**config.mk**
```make
export PLATFORM = sky130hd
export DESIGN_NAME = lin_hdr_det
export DESIGN_NICKNAME = d
export VERILOG_FILES = /design/src/rtl/lin_hdr_pkg.sv /design/src/rtl/lin_low_timer.sv /design/src/rtl/lin_sync_rx.sv /design/src/rtl/lin_hdr_det.sv
export SDC_FILE = /design/constraint.sdc
export NUM_CORES = 1
export LEC_CHECK = 0
export BUFFER_PORTS_ARGS = -buffer_cell sky130_fd_sc_hd__buf_2
export CAP_MARGIN = 10
export CORE_MARGIN = 2
export CORE_UTILIZATION = 45
export DETAILED_ROUTE_END_ITERATION = 7
export HOLD_SLACK_MARGIN = 0.06
export SYNTH_ARGS = -nofsm -noshare
export SYNTH_HDL_FRONTEND = slang
export SYNTH_SLANG_ARGS = --single-unit
export TNS_END_PERCENT = 30
```
**constraint.sdc**
```tcl
create_clock -name clk -period 2.05 [get_ports clk]
set_clock_uncertainty 0.15 [all_clocks]
set_input_delay 0.1025 -clock clk [delete_from_list [all_inputs] [get_ports clk]]
set_output_delay 0.1025 -clock clk [all_outputs]
set_load 0.01 [all_outputs]
```
**src/rtl/lin_hdr_pkg.sv**
```systemverilog
package lin_hdr_pkg;
    typedef enum logic [1:0] {
        SY_IDLE,
        SY_DELIM,
        SY_WAIT,
        SY_RECV
    } sync_st_e;
endpackage

```
**src/rtl/lin_low_timer.sv**
```systemverilog
module lin_low_timer #(
    parameter int OVS       = 16,
    parameter int BRK_BITS  = 13,
    parameter int CHAR_BITS = 10
) (
    input  logic clk,
    input  logic rst_n,
    input  logic rx,
    input  logic tick,
    output logic brk_o,
    output logic ferr_o
);
    localparam int BRK_TICKS  = OVS * BRK_BITS;
    localparam int CHAR_TICKS = OVS * CHAR_BITS;
    localparam int CW         = $clog2(BRK_TICKS + 1);
    localparam logic [CW-1:0] BRK_T  = CW'(BRK_TICKS);
    localparam logic [CW-1:0] CHAR_T = CW'(CHAR_TICKS);

    typedef struct packed {
        logic          rx;
        logic [CW-1:0] cnt;
        logic          brk;
        logic          ferr;
    } tmr_t;

    tmr_t tmr_d, tmr_q;

    always_comb begin
        tmr_d      = tmr_q;
        tmr_d.rx   = rx;
        tmr_d.brk  = 1'b0;
        tmr_d.ferr = 1'b0;
        if (!rx) begin
            if (tick && tmr_q.cnt != BRK_T) begin
                tmr_d.cnt = tmr_q.cnt + 1'b1;
            end
        end else begin
            tmr_d.cnt = '0;
            if (!tmr_q.rx) begin
                if (tmr_q.cnt >= BRK_T) begin
                    tmr_d.brk = 1'b1;
                end else if (tmr_q.cnt >= CHAR_T) begin
                    tmr_d.ferr = 1'b1;
                end
            end
        end
    end

    always_ff @(posedge clk) begin
        if (!rst_n) begin
            tmr_q <= '{rx: 1'b1, cnt: '0, brk: 1'b0, ferr: 1'b0};
        end else begin
            tmr_q <= tmr_d;
        end
    end

    assign brk_o  = tmr_q.brk;
    assign ferr_o = tmr_q.ferr;
endmodule

```
**src/rtl/lin_sync_rx.sv**
```systemverilog
module lin_sync_rx
    import lin_hdr_pkg::*;
#(
    parameter int         OVS      = 16,
    parameter logic [7:0] SYNC_VAL = 8'h55
) (
    input  logic clk,
    input  logic rst_n,
    input  logic rx,
    input  logic tick,
    input  logic brk,
    output logic ok_o,
    output logic err_o
);
    localparam int PW = $clog2(OVS);
    localparam logic [PW-1:0] LAST_PH = PW'(OVS - 1);
    localparam logic [PW-1:0] HALF_PH = PW'(OVS / 2);

    typedef struct packed {
        sync_st_e      st;
        logic [PW-1:0] ph;
        logic [3:0]    bitn;
        logic [7:0]    sh;
        logic          ok;
        logic          err;
    } srx_t;

    srx_t srx_d, srx_q;

    always_comb begin
        srx_d     = srx_q;
        srx_d.ok  = 1'b0;
        srx_d.err = 1'b0;
        if (brk) begin
            srx_d.st = SY_DELIM;
            srx_d.ph = '0;
        end else begin
            case (srx_q.st)
                SY_DELIM: begin
                    if (!rx) begin
                        srx_d.err = 1'b1;
                        srx_d.st  = SY_IDLE;
                    end else if (tick) begin
                        if (srx_q.ph == LAST_PH) srx_d.st = SY_WAIT;
                        else                     srx_d.ph = srx_q.ph + 1'b1;
                    end
                end
                SY_WAIT: begin
                    if (!rx) begin
                        srx_d.st   = SY_RECV;
                        srx_d.ph   = '0;
                        srx_d.bitn = '0;
                    end
                end
                SY_RECV: begin
                    if (tick) begin
                        if (srx_q.ph == HALF_PH) begin
                            if (srx_q.bitn == 4'd0) begin
                                if (rx) srx_d.st = SY_WAIT;
                            end else if (srx_q.bitn < 4'd9) begin
                                srx_d.sh = {rx, srx_q.sh[7:1]};
                            end else begin
                                srx_d.st = SY_IDLE;
                                if (rx && srx_q.sh == SYNC_VAL) srx_d.ok  = 1'b1;
                                else                            srx_d.err = 1'b1;
                            end
                        end
                        if (srx_q.ph == LAST_PH) begin
                            srx_d.ph   = '0;
                            srx_d.bitn = srx_q.bitn + 1'b1;
                        end else begin
                            srx_d.ph = srx_q.ph + 1'b1;
                        end
                    end
                end
                default: ;
            endcase
        end
    end

    always_ff @(posedge clk) begin
        if (!rst_n) begin
            srx_q <= '{st: SY_IDLE, ph: '0, bitn: '0, sh: '0, ok: 1'b0, err: 1'b0};
        end else begin
            srx_q <= srx_d;
        end
    end

    assign ok_o  = srx_q.ok;
    assign err_o = srx_q.err;
endmodule

```
**src/rtl/lin_hdr_det.sv**
```systemverilog
module lin_hdr_det #(
    parameter int         OVS       = 16,
    parameter int         BRK_BITS  = 13,
    parameter int         CHAR_BITS = 10,
    parameter logic [7:0] SYNC_VAL  = 8'h55
) (
    input  logic clk,
    input  logic rst_n,
    input  logic rx_i,
    input  logic os_tick_i,
    output logic hdr_start_o,
    output logic sync_ok_o,
    output logic sync_err_o,
    output logic frm_err_o
);
    logic brk;

    lin_low_timer #(
        .OVS(OVS), .BRK_BITS(BRK_BITS), .CHAR_BITS(CHAR_BITS)
    ) u_tmr (
        .clk(clk), .rst_n(rst_n), .rx(rx_i), .tick(os_tick_i),
        .brk_o(brk), .ferr_o(frm_err_o)
    );

    lin_sync_rx #(
        .OVS(OVS), .SYNC_VAL(SYNC_VAL)
    ) u_srx (
        .clk(clk), .rst_n(rst_n), .rx(rx_i), .tick(os_tick_i), .brk(brk),
        .ok_o(sync_ok_o), .err_o(sync_err_o)
    );

    assign hdr_start_o = brk;
endmodule

```
==> out/results.ini, run 1 <==
[run_status]
status=finished, final reports clean

[global_routing]
antenna_found_initial=0
grt_pass1_wl_mm=5.54
gr-usage-met2_pct=27.9
grt_max_degree=21
gr-usage-all-layers_pct=17.0
use_met3_pct=5.14
grt-busiest-layer=met2
use_met1_pct=20.4
grt_pass1_vias=1239
grt_overflow=0

[sta]
worst_pin_slew_ns=0.537
finalHoldViolations=0
max_freq_ghz=0.550
hold_ws_ns=0.136
worst_slack_ns=0.231
slew_headroom_pct=64.2
slew_viol_final=0
rsz0062_at_grt=false
fin_crit_ns=1.82
tns_ns=0
post-route-period-util_pct=88.7
setup_viol=0

[routing]
dr.pass1.iters=4
wl_mm=3.16
viasPerCell=5.38
drt_iter0_markers=43
wl_per_cell_um=13.5
drt.antenna.violating_nets=0
num_vias=1260
drc=0

[synthesis]
synth_seq_area_share_pct=36.7
synthFlopType=dfxtp_1
synth-edff-count=0
syn-num-nets=186
synthCells=176
syn_avg_cell_area_um2=9.61
ys_types=53
yosysWarnings=0
async_reset_ff_share_pct=0
syn-cell-area_mm2=0.00169
ys_seq_elements=31

[critical_path]
crit_path_start=u_srx.srx_q[10]
crit_buf_inv=1
crit_path_top_delay_cell=dfxtp_1
reg2reg_depth=6
cp-start-kind=register
r2r-end=u_srx.srx_q[18]
crit_path_cell_trace=inv_1 -> ha_1 -> nor2b_2 -> xnor2_1 -> o311ai_0 -> o211ai_1
reg2reg_setup_slack_ns=0.23
criticalPathCategory=reg2reg
required_ns=2.05
rr_startpoint=u_srx.srx_q[10]
crit_fanout=5
endpoint_kind=register
crit_end=u_srx.srx_q[18]
path_depth=6
cpLargestDelayFamily=compound AO/OA/AOI/OAI gates
arrival_ns=1.82
cpPeakStageDelay_ns=0.40

[layout]
area.growth.synth_to_final_pct=10.4
fin_nets=195
nFillCells=359
num_antenna_cells=0
drive_gt1_share_pct=18.8
multi_input_area_um2=983
seqCellArea_um2=621

[placement]
dpl_worst_slack_ns=0.242
gp_congestion=0.840
hpwl_mm=2.34
portBuffers=7

[power]
total_leakage_power_uw=0.000672
power_density_mw_per_mm2=680
peakVddDrop_mv=0.339

[die]
die_h_um=65.3
ios=8
core_mm2=0.00363
row_count=22
initial_core_util_pct=46.6
dieWidth_um=65.3
dieArea_mm2=0.00427

[clock_tree]
cts_sinks=31
clockBufferDepth=2
clockRootBuffer=clkbuf_8
cts_setup_buffers=0
postCtsResizedCells=0
cts_tree=yes
insertion_delay_ns=0.28
cts_hold_buf=1
path_clk_slew_ns=0.07
cts_made_buffers=5
cts_max_level=2

[job]
max_cap_viol_count=0

[worst_hold_path]
hp-class=in2reg

metrics by stage:
stage          total power (uW)  cells  instance area [um2]  utilization [%]
6_report                   1270    234                 1870             51.4
5_1_grt                    1320    234                 1870             51.4
4_1_cts                    1280    234                 1870             51.4
3_5_place_dp                663    225                 1740             47.9
3_3_place_gp                661    225                 1740             47.9
2_1_floorplan               654    176                 1690                -
cells in the mapped netlist (2+ instances only):
cell / n / area, um2
nor2_1: 16 / 60.1
o311ai_1: 2 / 17.5
nor2_4: 2 / 22.5
nand4_1: 4 / 25.0
mux2i_1: 11 / 110
nand2b_1: 5 / 31.3
a31oi_1: 2 / 12.5
nand3_1: 9 / 45.0
ha_1: 6 / 75.1
buf_6: 3 / 33.8
o211ai_1: 2 / 15.0
nand2_1: 18 / 67.6
nand3_4: 3 / 52.6
nor3_1: 2 / 10.0
and3_1: 2 / 12.5
o21ai_0: 2 / 10.0
xor2_1: 5 / 43.8
clkbuf_1: 2 / 7.51
a21oi_1: 7 / 35.0
xnor2_1: 3 / 26.3
inv_1: 8 / 30.0
dfxtp_1: 31 / 621
power by group:
| group | internal, uW | total (uW) | switching [uW] | leakage, uW |
|---|---|---|---|---|
| combinational | 13.7 | 43.9 | 30.3 | 0.000361 |
| clock | 393 | 619 | 226 | 0.0000612 |
| sequential | 605 | 607 | 2.13 | 0.000250 |
| total | 1010 | 1270 | 258 | 0.000672 |
worst min-delay path: stages:
cell	delay, ns
buf_2	0.11
nand2b_1	0.24
nor3b_2	0.08
worst min path at each step:
stage / depth (start not counted) / slack (ns) / endpoint / start
detailed placement: 2 / 0.32 / u_srx.srx_q[2] / u_srx.srx_q[2]
floorplan: 2 / 0.20 / u_srx.srx_q[14] / rst_n
global placement: 2 / 0.29 / u_srx.srx_q[2] / u_srx.srx_q[2]
CTS: 3 / 0.14 / u_srx.ok_o / rst_n
finish: 3 / 0.14 / u_srx.ok_o / rst_n
global route: 3 / 0.14 / u_srx.srx_q[14] / rst_n
cells by family (layout without fill, tap and decap cells):
| group | count (synthesis) | after routing | share of synthesized area, % |
|---|---|---|---|
| simple gates | 76 | 76 | 28.3 |
| mux | 11 | 11 | 6.51 |
| fa+ha+maj | 6 | 6 | 4.44 |
| compound gates | 28 | 28 | 14.7 |
| buf+inv | 16 | 26 | 5.18 |
| xor+xnor | 8 | 8 | 4.14 |
| flops | 31 | 31 | 36.7 |
sequential cells by signal, indices dropped and copies added (netlist names):
register and flops:
u_tmr.tmr_q 9, u_srx.srx_q 18, u_tmr.ferr_o 1, u_tmr.brk_o 1
u_srx.ok_o 1, u_srx.err_o 1
final cells by class:
cell class	count	area share (%)
clock buffer	6	4.42
inverter	9	1.81
multi-input combinational	129	52.6
clock inverter	2	1.88
sequential	31	33.2
timing repair buffer	9	2.81
tap	48	3.22
layout by cell type (no fill, tap or decap), drive strengths merged, types with 2 or more instances in the layout:
master,netlist,routed
nand2,18,18
inv,9,9
mux2i,11,11
o21ai,4,4
nand2b,6,6
buf,5,8
nor3,2,2
nand3,12,12
xor2,5,5
nand4,5,5
clkbuf,2,6
and2,2,2
ha,6,6
xnor2,3,3
nor2,19,19
and3,2,2
o211ai,2,2
o311ai,4,4
dfxtp,31,31
a31oi,2,2
a21oi,7,7
o31ai,2,2
metal layers:
layer  up-vias  part of all wire [%]
met5         -                     0
met4         0                   1.5
met3         4                   3.9
met2        19                    48
met1       590                    46
li1        647                     -
No activity file was read; power rests on OpenSTA's default activity.
==> run 2: changes to the inputs <==
ABC_AREA = 1   (was default)
==> out/results.ini, run 2 <==
[clock_tree]
clockBufferDepth=2  ; unchanged
insertion_delay_ns=0.28  ; about the same
clockRootBuffer=clkbuf_8  ; unchanged
cts_made_buffers=5  ; unchanged
cts_tree=yes  ; unchanged
path_clk_slew_ns=0.07  ; about the same
cts_max_level=2  ; unchanged
postCtsResizedCells=0  ; unchanged
cts_sinks=31  ; unchanged

[critical_path]
crit_fanout=12  ; was 5
crit_path_cell_trace=dlygate4sd3_1 -> buf_2 -> inv_1 -> nor2_2 -> inv_2 -> nor2_4 -> nand4_2 -> inv_1 -> nor2_1 -> nor2_1  ; was inv_1 -> ha_1 -> nor2b_2 -> xnor2_1 -> o311ai_0 -> o211ai_1
cpPeakStageDelay_ns=0.51  ; was 0.40 ns
crit_path_top_delay_cell=dlygate4sd3_1  ; was dfxtp_1
criticalPathCategory=in2reg  ; was reg2reg
required_ns=2.12  ; was 2.05 ns
endpoint_kind=register  ; unchanged
cp-start-kind=input port  ; was register
arrival_ns=1.88  ; was 1.82 ns

[synthesis]
synth-edff-count=0  ; unchanged
yosysWarnings=0  ; unchanged
synthFlopType=dfxtp_1  ; unchanged
syn_avg_cell_area_um2=6.89  ; was 9.61 um2
synthCells=240  ; was 176
synth.most_common_cell=nand2_1  ; was dfxtp_1
synth_seq_area_share_pct=37.5  ; was 36.7%
syn-num-nets=250  ; was 186
ys_top_cells_by_area=dfxtp_1 (38%), nand2_1 (10%), nor2_1 (7.9%), inv_1 (6.1%), nand3_1 (5.8%)  ; was dfxtp_1 (37%), mux2i_1 (6.5%), ha_1 (4.4%), nand2_1 (4.0%), nor2_1 (3.6%)
yosys-top-cells-count=nand2_1 (46), nor2_1 (35), dfxtp_1 (31)  ; was dfxtp_1 (31), nand2_1 (18), nor2_1 (16)
async_reset_ff_share_pct=0  ; unchanged
synth_top_area_share_pct=37.5  ; was 36.7%
syn-cell-area_mm2=0.00165  ; was 0.00169 mm2
yosys.area.top_type=dfxtp_1  ; unchanged
ys_types=25  ; was 53
ys_seq_elements=31  ; unchanged

[routing]
dr.pass1.iters=4  ; unchanged
wl_met3_um=105  ; was 122 um
wl_met1_mm=1.61  ; was 1.46 mm
drt_iter0_markers=70  ; was 43
drc=0  ; unchanged
viasPerCell=5.03  ; was 5.38
num_vias=1525  ; was 1260
routed-wl-met2_mm=1.58  ; was 1.53 mm
wl_mm=3.32  ; was 3.16 mm
wl_per_cell_um=11.0  ; was 13.5 um
highest_layer=met4  ; unchanged
drt.antenna.violating_nets=0  ; unchanged

[sta]
setup_viol=0  ; unchanged
tns_ns=0  ; unchanged
worst_pin_slew_ns=0.495  ; was 0.537 ns
max_freq_ghz=0.553  ; was 0.550 GHz
finalHoldViolations=0  ; unchanged
rsz0062_at_grt=false  ; unchanged
slew_headroom_pct=66.7  ; was 64.2%
post-route-period-util_pct=88.2  ; was 88.7%
worst_slack_ns=0.241  ; was 0.231 ns
fin_crit_ns=1.81  ; was 1.82 ns
slew_viol_final=0  ; unchanged

[layout]
fin_util_pct=51.3  ; was 51.4%
top_register=u_srx.srx_q  ; unchanged
fin_nets=264  ; was 195
largest_reg_flops=18  ; unchanged
final_cell_mix=nand2_1 (46), nor2_1 (35), dfxtp_1 (31), inv_1 (27), nand3_1 (19)  ; was dfxtp_1 (31), nand2_1 (18), nor2_1 (16), mux2i_1 (11), nand3_1 (9)
reg_top3=u_srx.srx_q x18, u_tmr.tmr_q x9  ; unchanged
num_antenna_cells=0  ; unchanged
final_cell_area_mm2=0.00185  ; was 0.00187 mm2
nFillCells=386  ; was 359
drive_gt1_share_pct=11.4  ; was 18.8%
area.growth.synth_to_final_pct=12.0  ; was 10.4%
final_common_cell=nand2_1  ; was dfxtp_1

[placement]
gp_congestion=0.893  ; was 0.840
portBuffers=7  ; unchanged
hpwl_mm=2.45  ; was 2.34 mm
placed_area_mm2=0.00172  ; was 0.00174 mm2
dpl_worst_slack_ns=0.295  ; was 0.242 ns

[power]
power_density_mw_per_mm2=639  ; was 680 mW/mm2
total_power_uw=1180  ; was 1270 uW
peakVddDrop_mv=0.414  ; was 0.339 mV
total_leakage_power_uw=0.000757  ; was 0.000672 uW

[die]
row_count=22  ; unchanged
core_mm2=0.00361  ; was 0.00363 mm2
die_h_um=64.6  ; was 65.3 um
ios=8  ; unchanged
initial_core_util_pct=45.8  ; was 46.6%
dieArea_mm2=0.00417  ; was 0.00427 mm2
dieWidth_um=64.6  ; was 65.3 um

[global_routing]
grt_pass1_vias=1412  ; was 1239
grt_overflow=0  ; unchanged
grt_max_degree=13  ; was 21
antenna_found_initial=0  ; unchanged
gr-usage-all-layers_pct=18.6  ; was 17.0%
grt_pass1_wl_mm=6.08  ; was 5.54 mm

[worst_hold_path]
hp-class=reg2reg  ; was in2reg

[run_status]
status=finished, final reports clean  ; unchanged

[job]
max_cap_viol_count=0  ; unchanged

-- run 2: cell count changes in the layout (fill, tap and decap cells not counted), moves of 11 or more --
cell / delta
nor2_1: +19
nand2_1: +28
mux2i_1: -11
inv_1: +19
a21oi_1: +11
-- run 2: what timing repair did --
action | CTS | global route
setup buffers | 0 | 0
hold buffers | 3 | 0
hold endpoints to repair | 14 | 0
-- run 2: path summary, 6_finish.rpt --
kind                         from             end  slack, ns  cells after the start
setup / recovery        os_tick_i  u_srx.srx_q[4]       0.24                     10
hold / removal     u_srx.srx_q[3]  u_srx.srx_q[3]       0.33                      2
setup reg to reg  u_srx.srx_q[14]  u_srx.srx_q[4]       0.27                      8
hold reg to reg    u_srx.srx_q[3]  u_srx.srx_q[3]       0.33                      2
-- run 2: power by group --
| part | switching, uW | internal (uW) | leakage, uW | total [uW] |
|---|---|---|---|---|
| Clock | 224 | 306 | 0.0000515 | 530 |
| Combinational | 30.8 | 15.0 | 0.000456 | 45.8 |
| Sequential | 1.68 | 605 | 0.000250 | 607 |
-- run 2: cell families after synthesis --
logic type                 Yosys count  share of synthesized area [%]
buffers and inverters               34                           8.71
DFF                                 31                           37.5
and+or+nand+nor                    121                           32.9
adders and majority gates            6                           4.54
xor gates and xnor gates             4                           2.12
AOI/OAI and AO/OA                   44                           14.2
-- run 2: stage by stage --
stage	cells	hold slack (ns)
4_1_cts	303	0.329
3_5_place_dp	292	0.296
5_1_grt	303	0.347
6_report	303	0.328
3_3_place_gp	292	0.296
2_1_floorplan	240	0.116
-- run 2: metal layers --
layer / GRT usage, % / vias to the layer above
li1: - / 809
met1: 23.1 / 681
met2: 31.1 / 29
met3: 4.69 / 6
met4: 7.18 / 0
met5: 0 / -
-- run 2: cell type report --
class / count / area (um2) / area share, %
clock buffers: 8 / 100 / 5.41
inverters: 31 / 116 / 6.29
multi-input cells: 175 / 888 / 48.0
flip-flops and latches: 31 / 621 / 33.5
well taps: 48 / 60.1 / 3.25
repair buffers: 10 / 65.1 / 3.52
-- run 2: worst max-delay path: cells and delay by family --
family / cells / cell delay [ns]
buf+inv: 5 / 1.09
simple gates: 5 / 0.69
==> run 3: changes to the inputs <==
PLACE_DENSITY_LB_ADDON = 0.12   (was default)
==> out/results.ini, run 3 (synthesis gave the netlist of run 2 again) <==
[layout]
area.growth.synth_to_final_pct=12.4  ; was 12.0%
fin_nets=265  ; was 264
drive_gt1_share_pct=11.7  ; was 11.4%
reg_top3=u_srx.srx_q x18, u_tmr.tmr_q x9  ; unchanged
fin_cells=304  ; was 303
nFillCells=378  ; was 386
final_common_cell=nand2_1  ; unchanged
multi_input_area_um2=888  ; unchanged
fin_util_pct=51.5  ; was 51.3%
largest_reg_flops=18  ; unchanged
top_register=u_srx.srx_q  ; unchanged
num_antenna_cells=0  ; unchanged
seqCellArea_um2=621  ; unchanged
final_cell_area_mm2=0.00186  ; was 0.00185 mm2
final_cell_mix=nand2_1 (46), nor2_1 (35), dfxtp_1 (31), inv_1 (27), nand3_1 (19)  ; unchanged

[run_status]
status=finished, final reports clean  ; unchanged

[critical_path]
crit_fanout=12  ; unchanged
cp-start-kind=input port  ; unchanged
arrival_ns=1.86  ; was 1.88 ns
endpoint_kind=register  ; unchanged
crit_path_top_delay_cell=dlygate4sd3_1  ; unchanged
cpPeakStageDelay_ns=0.53  ; was 0.51 ns
required_ns=2.13  ; was 2.12 ns
crit_path_cell_trace=dlygate4sd3_1 -> buf_2 -> inv_1 -> nor2_2 -> inv_2 -> nor2_4 -> nand4_2 -> inv_1 -> nor2_1 -> nor2_1  ; unchanged
criticalPathCategory=in2reg  ; unchanged

[placement]
hpwl_mm=2.57  ; was 2.45 mm
gp_congestion=0.788  ; was 0.893
portBuffers=7  ; unchanged
placed_area_mm2=0.00173  ; was 0.00172 mm2
post-place-cells=293  ; was 292

[power]
peakVddDrop_mv=0.385  ; was 0.414 mV
total_leakage_power_uw=0.000762  ; was 0.000757 uW
power_density_mw_per_mm2=639  ; about the same

[die]
row_count=22  ; unchanged
initial_core_util_pct=45.8  ; unchanged
die_h_um=64.6  ; unchanged
ios=8  ; unchanged
dieWidth_um=64.6  ; unchanged
core_mm2=0.00361  ; unchanged
dieArea_mm2=0.00417  ; unchanged

[global_routing]
grt_pass1_wl_mm=6.26  ; was 6.08 mm
grt_pass1_vias=1402  ; was 1412
antenna_found_initial=0  ; unchanged
grt_overflow=0  ; unchanged
gr-usage-all-layers_pct=19.3  ; was 18.6%
grt_max_degree=13  ; unchanged

[clock_tree]
cts_setup_buffers=0  ; unchanged
path_clk_slew_ns=0.06  ; was 0.07 ns
postCtsResizedCells=0  ; unchanged
clockBufferDepth=2  ; unchanged
cts_made_buffers=5  ; unchanged
cts_sinks=31  ; unchanged
cts_tree=yes  ; unchanged
cts_max_level=2  ; unchanged
insertion_delay_ns=0.29  ; was 0.28 ns
clockRootBuffer=clkbuf_8  ; unchanged

[routing]
wl_per_cell_um=11.3  ; was 11.0 um
dr.pass1.iters=5  ; was 4
viasPerCell=4.91  ; was 5.03
wl_mm=3.42  ; was 3.32 mm
drt.antenna.violating_nets=0  ; unchanged
drc=0  ; unchanged
drt_iter0_markers=65  ; was 70
num_vias=1492  ; was 1525

[sta]
setup_viol=0  ; unchanged
fin_crit_ns=1.78  ; was 1.81 ns
rsz0062_at_grt=false  ; unchanged
worst_pin_slew_ns=0.603  ; was 0.495 ns
max_freq_ghz=0.562  ; was 0.553 GHz
slew_viol_final=0  ; unchanged
hold_ws_ns=0.325  ; was 0.328 ns
slew_headroom_pct=59.4  ; was 66.7%
finalHoldViolations=0  ; unchanged
post-route-period-util_pct=86.8  ; was 88.2%
tns_ns=0  ; unchanged

[worst_hold_path]
hp-class=reg2reg  ; unchanged

[job]
max_cap_viol_count=0  ; unchanged

-- run 3: cell types whose count changed in the layout (fill, tap and decap cells not counted) --
cell | before | now
buf_4 | 0 | 1
-- run 3: area by class of cell --
cell class,count,area share [%]
Clock buffer,8,5.39
Inverter,31,6.26
Multi-Input combinational cell,175,47.8
Sequential cell,31,33.4
Tap cell,48,3.23
Timing Repair Buffer,11,3.91
-- run 3: what timing repair did --
item,4_1_cts,5_1_grt
endpoints found under the hold margin,5,0
endpoints found under the setup margin,0,0
hold buffers,3,0
-- run 3: worst paths after layout --
kind                            slack, ns             end  depth (start not counted)            from
worst max register to register       0.31  u_tmr.tmr_q[5]                         10  u_tmr.tmr_q[2]
worst max-delay path                 0.27  u_srx.srx_q[7]                         10       os_tick_i
worst min register to register       0.32  u_srx.srx_q[6]                          2  u_srx.srx_q[6]
worst min-delay path                 0.32  u_srx.srx_q[6]                          2  u_srx.srx_q[6]
-- run 3: through the flow --
step                      total power [uW]  setup WS [ns]
final                                 1190          0.270
after global routing                  1240         0.0528
after CTS                             1210          0.279
after detailed placement               664          0.324
after global placement                 665          0.311
after floorplan                        651          0.564
-- run 3: metal layers --
layer | part of all wire (%) | vias up | GRT usage (%)
met5 | 0 | - | 0
met4 | 1.9 | 0 | 7.98
met3 | 4.2 | 5 | 5.38
met2 | 44 | 25 | 29.4
met1 | 50 | 650 | 25.7
li1 | - | 812 | -
-- run 3: where the power goes --
| group | internal (uW) | switching, uW | total (uW) |
|---|---|---|---|
| clock | 306 | 225 | 531 |
| sequential | 605 | 1.88 | 607 |
| combinational | 16.5 | 32.2 | 48.7 |
-- run 3: worst max-delay path: cells and delay by family --
kind	cells	cell delay (ns)
simple gates	5	0.66
buf+inv	5	1.10
